[src/rtl/txev_pkg.sv]
package txev_pkg;
   localparam int unsigned CFG_W = 16;
   localparam logic [5:0]  ID_CODE = 6'b000111;

   // enable / event bit positions within the configuration word
   localparam int unsigned B_NOCRS  = 6;
   localparam int unsigned B_SQE    = 7;
   localparam int unsigned B_OK     = 8;
   localparam int unsigned B_LATE   = 9;
   localparam int unsigned B_JAB    = 10;
   localparam int unsigned B_ANYCOL = 11;
   localparam int unsigned B_MAXCOL = 15;

   localparam logic [CFG_W-1:0] EN_MASK =
      CFG_W'((1 << B_NOCRS) | (1 << B_SQE) | (1 << B_OK) | (1 << B_LATE) |
             (1 << B_JAB) | (1 << B_ANYCOL) | (1 << B_MAXCOL));
endpackage

[src/rtl/txev_cfg_reg.sv]
module txev_cfg_reg
   import txev_pkg::*;
(
   input  logic             clk,
   input  logic             rst_n,
   input  logic             we,
   input  logic [CFG_W-1:0] wdata,
   output logic [CFG_W-1:0] en,
   output logic [CFG_W-1:0] rdata
);
   logic [CFG_W-1:0] en_q;

   always_ff @(posedge clk or negedge rst_n) begin
      if (!rst_n)  en_q <= '0;
      else if (we) en_q <= wdata & EN_MASK;
   end

   assign en    = en_q;
   assign rdata = en_q | {{(CFG_W-6){1'b0}}, ID_CODE};
endmodule

[src/rtl/txev_attempt.sv]
module txev_attempt #(
   parameter int unsigned LATE_BITS     = 512,
   parameter int unsigned MAX_COLL      = 16,
   parameter int unsigned JABBER_CYCLES = 5_200_000
) (
   input  logic clk,
   input  logic rst_n,
   input  logic bit_tick,
   input  logic tx_start,
   input  logic tx_first,
   input  logic pre_done,
   input  logic tx_end,
   input  logic col,
   input  logic crs,
   output logic ev_ok,
   output logic ev_anycol,
   output logic ev_late,
   output logic ev_max,
   output logic ev_jab,
   output logic ev_nocrs,
   output logic attempt_end
);
   localparam int unsigned BW = $clog2(LATE_BITS + 1);
   localparam int unsigned CW = $clog2(MAX_COLL + 1);
   localparam int unsigned JW = $clog2(JABBER_CYCLES + 1);
   localparam logic [BW-1:0] LATE_V  = BW'(LATE_BITS);
   localparam logic [CW-1:0] MAX_V   = CW'(MAX_COLL);
   localparam logic [CW-1:0] LAST_C  = CW'(MAX_COLL - 1);
   localparam logic [JW-1:0] LAST_J  = JW'(JABBER_CYCLES - 1);

   logic          active_q, att_col_q, pkt_col_q;
   logic [BW-1:0] bit_cnt_q;
   logic [CW-1:0] col_cnt_q;
   logic [JW-1:0] jab_cnt_q;
   logic          col_now, col_normal, abort_now;

   assign col_now     = active_q && col;
   assign col_normal  = col_now && (bit_cnt_q < LATE_V);
   assign ev_late     = col_now && (bit_cnt_q >= LATE_V);
   assign ev_max      = col_normal && (col_cnt_q == LAST_C);
   assign ev_jab      = active_q && (jab_cnt_q == LAST_J);
   assign ev_nocrs    = active_q && pre_done && !crs;
   assign attempt_end = active_q && tx_end;
   assign ev_ok       = attempt_end && !att_col_q && !col;
   assign ev_anycol   = attempt_end && (pkt_col_q || col);
   assign abort_now   = ev_late || ev_max || ev_jab;

   always_ff @(posedge clk or negedge rst_n) begin
      if (!rst_n) begin
         active_q  <= 1'b0;
         att_col_q <= 1'b0;
         pkt_col_q <= 1'b0;
         bit_cnt_q <= '0;
         col_cnt_q <= '0;
         jab_cnt_q <= '0;
      end else if (tx_start) begin
         active_q  <= 1'b1;
         att_col_q <= 1'b0;
         bit_cnt_q <= '0;
         jab_cnt_q <= '0;
         if (tx_first) begin
            col_cnt_q <= '0;
            pkt_col_q <= 1'b0;
         end
      end else if (active_q) begin
         if (attempt_end || abort_now) active_q <= 1'b0;
         if (bit_tick && (bit_cnt_q != LATE_V)) bit_cnt_q <= bit_cnt_q + 1'b1;
         if (jab_cnt_q != LAST_J) jab_cnt_q <= jab_cnt_q + 1'b1;
         if (col) begin
            att_col_q <= 1'b1;
            pkt_col_q <= 1'b1;
         end
         if (ev_ok) begin
            col_cnt_q <= '0;
            pkt_col_q <= 1'b0;
         end else if (col_normal && (col_cnt_q != MAX_V)) begin
            col_cnt_q <= col_cnt_q + 1'b1;
         end
      end
   end
endmodule

[src/rtl/txev_sqe_mon.sv]
module txev_sqe_mon #(
   parameter bit          ENABLE   = 1'b1,
   parameter int unsigned SQE_BITS = 64
) (
   input  logic clk,
   input  logic rst_n,
   input  logic bit_tick,
   input  logic arm,
   input  logic cancel,
   input  logic col,
   output logic ev_sqe
);
   localparam int unsigned SW = $clog2(SQE_BITS + 1);
   localparam logic [SW-1:0] LAST_S = SW'(SQE_BITS - 1);

   generate
      if (ENABLE) begin : g_sqe
         logic          wait_q;
         logic [SW-1:0] cnt_q;

         always_ff @(posedge clk or negedge rst_n) begin
            if (!rst_n) begin
               wait_q <= 1'b0;
               cnt_q  <= '0;
            end else if (cancel) begin
               wait_q <= 1'b0;
            end else if (arm) begin
               wait_q <= 1'b1;
               cnt_q  <= '0;
            end else if (wait_q) begin
               if (col) begin
                  wait_q <= 1'b0;
               end else if (bit_tick) begin
                  if (cnt_q == LAST_S) wait_q <= 1'b0;
                  else                 cnt_q  <= cnt_q + 1'b1;
               end
            end
         end

         assign ev_sqe = wait_q && !cancel && !arm && !col && bit_tick &&
                         (cnt_q == LAST_S);
      end else begin : g_nosqe
         assign ev_sqe = 1'b0;
      end
   endgenerate
endmodule

[src/rtl/txev_irq_mon.sv]
module txev_irq_mon
   import txev_pkg::*;
#(
   parameter int unsigned LATE_BITS     = 512,
   parameter int unsigned MAX_COLL      = 16,
   parameter int unsigned SQE_BITS      = 64,
   parameter int unsigned JABBER_CYCLES = 5_200_000,
   parameter bit          SQE_CHECK     = 1'b1
) (
   input  logic             clk,
   input  logic             rst_n,
   input  logic             bit_tick,
   input  logic             reg_we,
   input  logic [CFG_W-1:0] reg_wdata,
   output logic [CFG_W-1:0] reg_rdata,
   input  logic             tx_start,
   input  logic             tx_first,
   input  logic             pre_done,
   input  logic             tx_end,
   input  logic             col,
   input  logic             crs,
   output logic             irq,
   output logic             tx_abort,
   output logic             force_bad_crc
);
   generate
      if (LATE_BITS < 1)     begin : g_chk_late $error("LATE_BITS must be >= 1"); end
      if (MAX_COLL < 2)      begin : g_chk_coll $error("MAX_COLL must be >= 2"); end
      if (SQE_BITS < 1)      begin : g_chk_sqe  $error("SQE_BITS must be >= 1"); end
      if (JABBER_CYCLES < 2) begin : g_chk_jab  $error("JABBER_CYCLES must be >= 2"); end
   endgenerate

   logic [CFG_W-1:0] en;
   logic ev_ok, ev_anycol, ev_late, ev_max, ev_jab, ev_nocrs, ev_sqe, att_end;
   logic [CFG_W-1:0] ev;
   logic irq_q, abort_q, bad_crc_q;

   txev_cfg_reg u_cfg (
      .clk(clk), .rst_n(rst_n), .we(reg_we), .wdata(reg_wdata),
      .en(en), .rdata(reg_rdata)
   );

   txev_attempt #(
      .LATE_BITS(LATE_BITS), .MAX_COLL(MAX_COLL), .JABBER_CYCLES(JABBER_CYCLES)
   ) u_att (
      .clk(clk), .rst_n(rst_n), .bit_tick(bit_tick), .tx_start(tx_start),
      .tx_first(tx_first), .pre_done(pre_done), .tx_end(tx_end), .col(col),
      .crs(crs), .ev_ok(ev_ok), .ev_anycol(ev_anycol), .ev_late(ev_late),
      .ev_max(ev_max), .ev_jab(ev_jab), .ev_nocrs(ev_nocrs),
      .attempt_end(att_end)
   );

   txev_sqe_mon #(.ENABLE(SQE_CHECK), .SQE_BITS(SQE_BITS)) u_sqe (
      .clk(clk), .rst_n(rst_n), .bit_tick(bit_tick), .arm(att_end),
      .cancel(tx_start), .col(col), .ev_sqe(ev_sqe)
   );

   always_comb begin
      ev           = '0;
      ev[B_NOCRS]  = ev_nocrs;
      ev[B_SQE]    = ev_sqe;
      ev[B_OK]     = ev_ok;
      ev[B_LATE]   = ev_late;
      ev[B_JAB]    = ev_jab;
      ev[B_ANYCOL] = ev_anycol;
      ev[B_MAXCOL] = ev_max;
   end

   always_ff @(posedge clk or negedge rst_n) begin
      if (!rst_n) begin
         irq_q     <= 1'b0;
         abort_q   <= 1'b0;
         bad_crc_q <= 1'b0;
      end else begin
         irq_q     <= |(ev & en);
         abort_q   <= ev_late || ev_max || ev_jab;
         bad_crc_q <= ev_late;
      end
   end

   assign irq           = irq_q;
   assign tx_abort      = abort_q;
   assign force_bad_crc = bad_crc_q;
endmodule

[config.mk]
export PLATFORM = sky130hd
export DESIGN_NAME = txev_irq_mon
export DESIGN_NICKNAME = d
export VERILOG_FILES = /design/src/rtl/txev_pkg.sv /design/src/rtl/txev_cfg_reg.sv /design/src/rtl/txev_attempt.sv /design/src/rtl/txev_sqe_mon.sv /design/src/rtl/txev_irq_mon.sv
export SDC_FILE = /design/constraint.sdc
export NUM_CORES = 1
export LEC_CHECK = 0
export BUFFER_PORTS_ARGS = -buffer_cell sky130_fd_sc_hd__buf_2
export CAP_MARGIN = 15
export CELL_PAD_IN_SITES_DETAIL_PLACEMENT = 1
export CELL_PAD_IN_SITES_GLOBAL_PLACEMENT = 1
export CORE_MARGIN = 2
export CORE_UTILIZATION = 42
export CTS_CLUSTER_DIAMETER = 30
export DETAILED_ROUTE_END_ITERATION = 8
export PLACE_DENSITY_LB_ADDON = 0.08
export SYNTH_ARGS = -nofsm -noshare
export SYNTH_HDL_FRONTEND = slang
export SYNTH_HIERARCHICAL = 1
export SYNTH_SLANG_ARGS = --single-unit
[constraint.sdc]
create_clock -name clk -period 2.3 [get_ports clk]
set_input_delay 0.23 -clock clk [delete_from_list [all_inputs] [get_ports clk]]
set_output_delay 0.23 -clock clk [all_outputs]
set_load 0.005 [all_outputs]
# Word level (Yosys, flattened, before mapping)

Index checks and enable logic that the tools add are counted.

Flip-flop bits (word level): 59
Bits of input ports: 26
Output and inout bits: 19

$add $sub $neg: 4
Order comparisons: 2
Equal/unequal tests: 9
Multiplexer cells: 32
Bitwise logic cells: 2
Reductions and logical operators: 42

Operators by type and width:

| operator                | count |
|---|---|
| $mux W23                | 3 |
| $mux W7                 | 5 |
| $mux W10                | 3 |
| $mux W5                 | 5 |
| $add A23 B1 Y23 const B | 1 |
| $eq A23 B23 Y1 const B  | 1 |
| $ne A23 B23 Y1 const B  | 1 |
| $logic_and A1 B1 Y1     | 18 |
| $and A16 B16 Y16        | 1 |
| $mux W1                 | 16 |
| $reduce_or A16 Y1       | 1 |
| $reduce_bool A2 Y1      | 6 |
| $add A10 B1 Y10 const B | 1 |
| $ge A10 B10 Y1 const B  | 1 |
| $lt A10 B10 Y1 const B  | 1 |
| $ne A10 B10 Y1 const B  | 1 |
| $add A7 B1 Y7 const B   | 1 |
| $eq A7 B6 Y1 const B    | 1 |
| $reduce_and A2 Y1       | 3 |
| $reduce_and A3 Y1       | 2 |
| $reduce_bool A3 Y1      | 2 |
| $add A5 B1 Y5 const B   | 1 |
| $eq A5 B4 Y1 const B    | 1 |
| $logic_not A1 Y1        | 5 |
| 6 further kinds         | 10 |

# Logic depth before layout (Yosys ltp)

Word-level depth: 9
Depth in mapped cells: 7

# By module

The synthesis kept the hierarchy.

By module, submodules not included:

| module       | instances | cells an instance | area each (um2) | seq. area each (um2) |
|---|---|---|---|---|
| txev_attempt | 1         | 244               | 2328.5          | 1026.0 |
| txev_sqe_mon | 1         | 54                | 526.8           | 200.2 |
| txev_cfg_reg | 1         | 42                | 486.7           | 175.2 |
| txev_irq_mon | 1         | 8                 | 111.4           | 75.1 |

# Least setup slack after synthesis

OpenSTA, ideal clock, no wires.

Path type: flip-flop to flip-flop
Start: register u_att.jab_cnt_q[15]
End: register u_att.jab_cnt_q[3]
Library setup time: 0.128 ns
Arrival time: 1.795 ns
Data required time: 2.172 ns
Path slack: 0.377 ns
Stages on the path, launching flop included: 5
Buffers on the path: 0
Clock period less this slack: 1.923 ns
Cell sequence: dfrtp_1 or4b_4 nor4_4 a211oi_1 mux2_1

Longest elaborated chain between the ends: 3

Ends and longest elaborated chain:

| item                         | line               | source |
|---|---|---|
| start: declaration           | txev_attempt.sv:34 | `logic [JW-1:0] jab_cnt_q;` |
| start signal: assignment     | txev_attempt.sv:68 | `if (jab_cnt_q != LAST_J) jab_cnt_q <= jab_cnt_q + 1'b1;` |
| $ne A23 B23 Y1               | txev_attempt.sv:68 |  |
| $reduce_bool A2 Y1 (no line) | -                  |  |
| $reduce_and A2 Y1 (no line)  | -                  |  |

No other way between the ends.
A chain may end at the register's enable or synchronous reset.

# Final worst setup path

Start: register u_att.jab_cnt_q[2]
End: register u_att.jab_cnt_q[9]

Longest elaborated chain between the ends: 4
Elaborated cells between the ends (all ways): 7
Classes of those cells: add/sub: 1; eq/ne: 1; mux: 3; reduce/logical: 2

Ends and longest elaborated chain:

| item            | line               | source |
|---|---|---|
| $add A23 B1 Y23 | txev_attempt.sv:68 |  |
| $mux W23        | txev_attempt.sv:68 |  |
| $mux W23        | txev_attempt.sv:65 | `end else if (active_q) begin` |
| $mux W23        | txev_attempt.sv:56 | `end else if (tx_start) begin` |

Several ways; a longest one is shown, not always the timed one. The select of a mux whose other input is x is not followed.

==> results.sh <==
export IMPL_port_buffers=26
export IMPL_grt_max_degree=41
export IMPL_cts_clk_slew_worst_paths_ns=0.07
export IMPL_tritoncts="yes"
export IMPL_maxClockFrequency_mhz=476
export IMPL_drc=0
export IMPL_numCtsBuffers=9
export IMPL_min_path_type="input port to flip-flop"
export IMPL_grt_pass1_vias=2631
export IMPL_num_antenna_cells=0
export IMPL_dp_cells=448
export IMPL_maxSlewViolCount=0
export IMPL_rsz0062_at_grt="false"
export IMPL_fp_row_count=32
export IMPL_core_area_um2=7770
export IMPL_fin_cells=464
export IMPL_overflow=0
export IMPL_vdd_drop_max_mv=0.326
export IMPL_fin_util_pct=48.2
export IMPL_setup_slack_ns=0.198
export IMPL_initial_utilization_pct=43.6
export IMPL_insertion_delay_ns=0.33
export IMPL_gp_congestion=0.739
export IMPL_crit_arrival_ns=2.31
export IMPL_dieArea_um2=8800
export IMPL_root_buffer="clkbuf_8"
export IMPL_min_period_ns=2.10
export IMPL_syn_to_final_growth_pct=10.6
export IMPL_syn_area_um2=3390
export IMPL_first_pass_iters=4
export IMPL_cpMaxStageDelayCell="a211oi_1"
export IMPL_cp_data_required_time_ns=2.51
export IMPL_vias=2555
export IMPL_grt_pass1_wl_um=12700
export IMPL_avgSynthCellArea_um2=9.99
export IMPL_die_w_um=93.8
export IMPL_pre_cts_slack_ns=0.213
export IMPL_die_h_um=93.8
export IMPL_multi_input_area_um2=1690
export IMPL_netlist_instances=339
export IMPL_worstMarginPinSlew_ns=0.552
export IMPL_vias_per_cell=5.51
export IMPL_worstPathCellList="and4_1, nand3_1, a211oi_1, mux2_1"
export IMPL_wirelength_um=7350
export IMPL_antenna_found_initial=0
export IMPL_grtUsageTotal_pct=18.5
export IMPL_path_max_fanout=12
export IMPL_nets=391
export IMPL_power_per_cell_area_nw_per_um2=623
export IMPL_hold_ws_ns=0.125
export IMPL_critPathKind="flip-flop to flip-flop"
export IMPL_max_cap_viol_count=0
export IMPL_setup_tns_ns=0
export IMPL_ant_nets=0
export IMPL_outcome="completed"
export IMPL_max_stage_delay_ns=0.44
export IMPL_setup_viol=0
export IMPL_clkSinkCount=59
export IMPL_drive_above_1_share_pct=19.3
export IMPL_final_setup_skew_ns=0.00804
export IMPL_top_layer="met4"
export IMPL_cp_start_kind="flip-flop"
export IMPL_p_leak_nw=1.69
export IMPL_yosysWarnings=6
export IMPL_hold_viol=0
export IMPL_seqCellArea_um2=1480
export IMPL_met3RoutedLength_um=180
export IMPL_h_tree_depth=3
export IMPL_ioPinCount=45
export IMPL_clock_tree_buffer_depth=2
export IMPL_dp_hpwl_um=5120
export IMPL_routed_wl_met2_um=3580
export IMPL_wl_per_cell_um=15.8
export IMPL_met1_length_um=3500
export IMPL_dr_first_iter_drc_count=102
export IMPL_fillerInstances=919
export IMPL_finalCritPeriodShare_pct=91.4
export IMPL_relSlewSlack_pct=63.2
export IMPL_end_kind="flip-flop"
layout by cell type (no fill, tap or decap), types with 5 or more instances in the layout:
cell      instances
nand4_1           9
ha_1              7
buf_2            26
a21oi_1          23
nand3_1          15
mux2_4            8
conb_1            9
dfrtp_1          59
or4_1             8
o21a_1            5
mux2_1            5
inv_1            10
and4_1            5
nand2_1          15
o21ai_0          10
and3_1            7
nor3_1            5
clkbuf_8         14
nor2b_1           8
or3_1             7
xor2_1            8
o31ai_1           7
a211oi_1          5
nor2_1           27
registers in the layout (all words and copies together) (netlist names):
signal / flops
u_att/att_col_q: 1
u_att/pkt_col_q: 1
u_att/bit_cnt_q: 10
force_bad_crc: 1
u_att/jab_cnt_q: 23
u_sqe/g_sqe.cnt_q: 7
u_sqe/g_sqe.wait_q: 1
irq: 1
u_att/active_q: 1
u_cfg/en: 7
u_att/col_cnt_q: 5
tx_abort: 1
area by class of cell:
cell class,instances,share of cell area (%)
multi-input combinational,245,45.3
timing repair buffer,33,5.61
tap,102,3.41
inverter,10,1.00
clock buffer,14,5.15
clock inverter,1,0.134
sequential,59,39.4
per-stage QoR:
| stage | instance area [µm²] | total power, mW |
|---|---|---|
| 2_1_floorplan | 3410 | 1.34 |
| 3_3_place_gp | 3540 | 1.41 |
| 3_5_place_dp | 3540 | 1.43 |
| 4_1_cts | 3740 | 2.37 |
| 5_1_grt | 3740 | 2.47 |
| 6_report | 3740 | 2.33 |
where the power goes:
group          internal [mW]  leakage, nW  switching, mW
Combinational          0.118        0.788          0.141
Sequential              1.09        0.793         0.0576
Clock                  0.531        0.105          0.396
path summary, 6_finish.rpt:
path,from,endpoint,slack [ns],depth (start not counted)
max in group asynchronous,rst_n,u_att/jab_cnt_q[17]$_DFFE_PN0P_,1.31,3
setup / recovery,u_att/jab_cnt_q[2]$_DFFE_PN0P_,u_att/jab_cnt_q[9]$_DFFE_PN0P_,0.20,4
setup reg to reg,u_att/jab_cnt_q[2]$_DFFE_PN0P_,u_att/jab_cnt_q[9]$_DFFE_PN0P_,0.20,4
min in group asynchronous,rst_n,u_sqe/g_sqe.cnt_q[3]$_DFFE_PN0P_,0.39,2
hold / removal,reg_wdata[15],u_cfg/en[15]$_DFFE_PN0P_,0.12,2
hold reg to reg,u_sqe/g_sqe.cnt_q[6]$_DFFE_PN0P_,u_sqe/g_sqe.cnt_q[6]$_DFFE_PN0P_,0.51,1
worst max-delay path, delay by kind of cell (launching register included):
family,cells,cell delay [ns]
and+or+nand+nor,2,0.76
AOI/OAI and AO/OA,1,0.44
DFF,1,0.42
muxes,1,0.37
layer usage:
layer | vias to the layer above | global-route usage [%]
met2 | 31 | 30.1
met3 | 6 | 4.33
met4 | 0 | 6.76
li1 | 1251 | -
met1 | 1267 | 24.0
met5 | - | 0
what timing repair did:
action / in CTS / in global routing
hold buffers: 1 / 0
setup buffers: 0 / 0
hold endpoints to repair: 19 / 0
gates resized for setup: 0 / 0
Note: power is estimated with default switching activity, not from simulation.
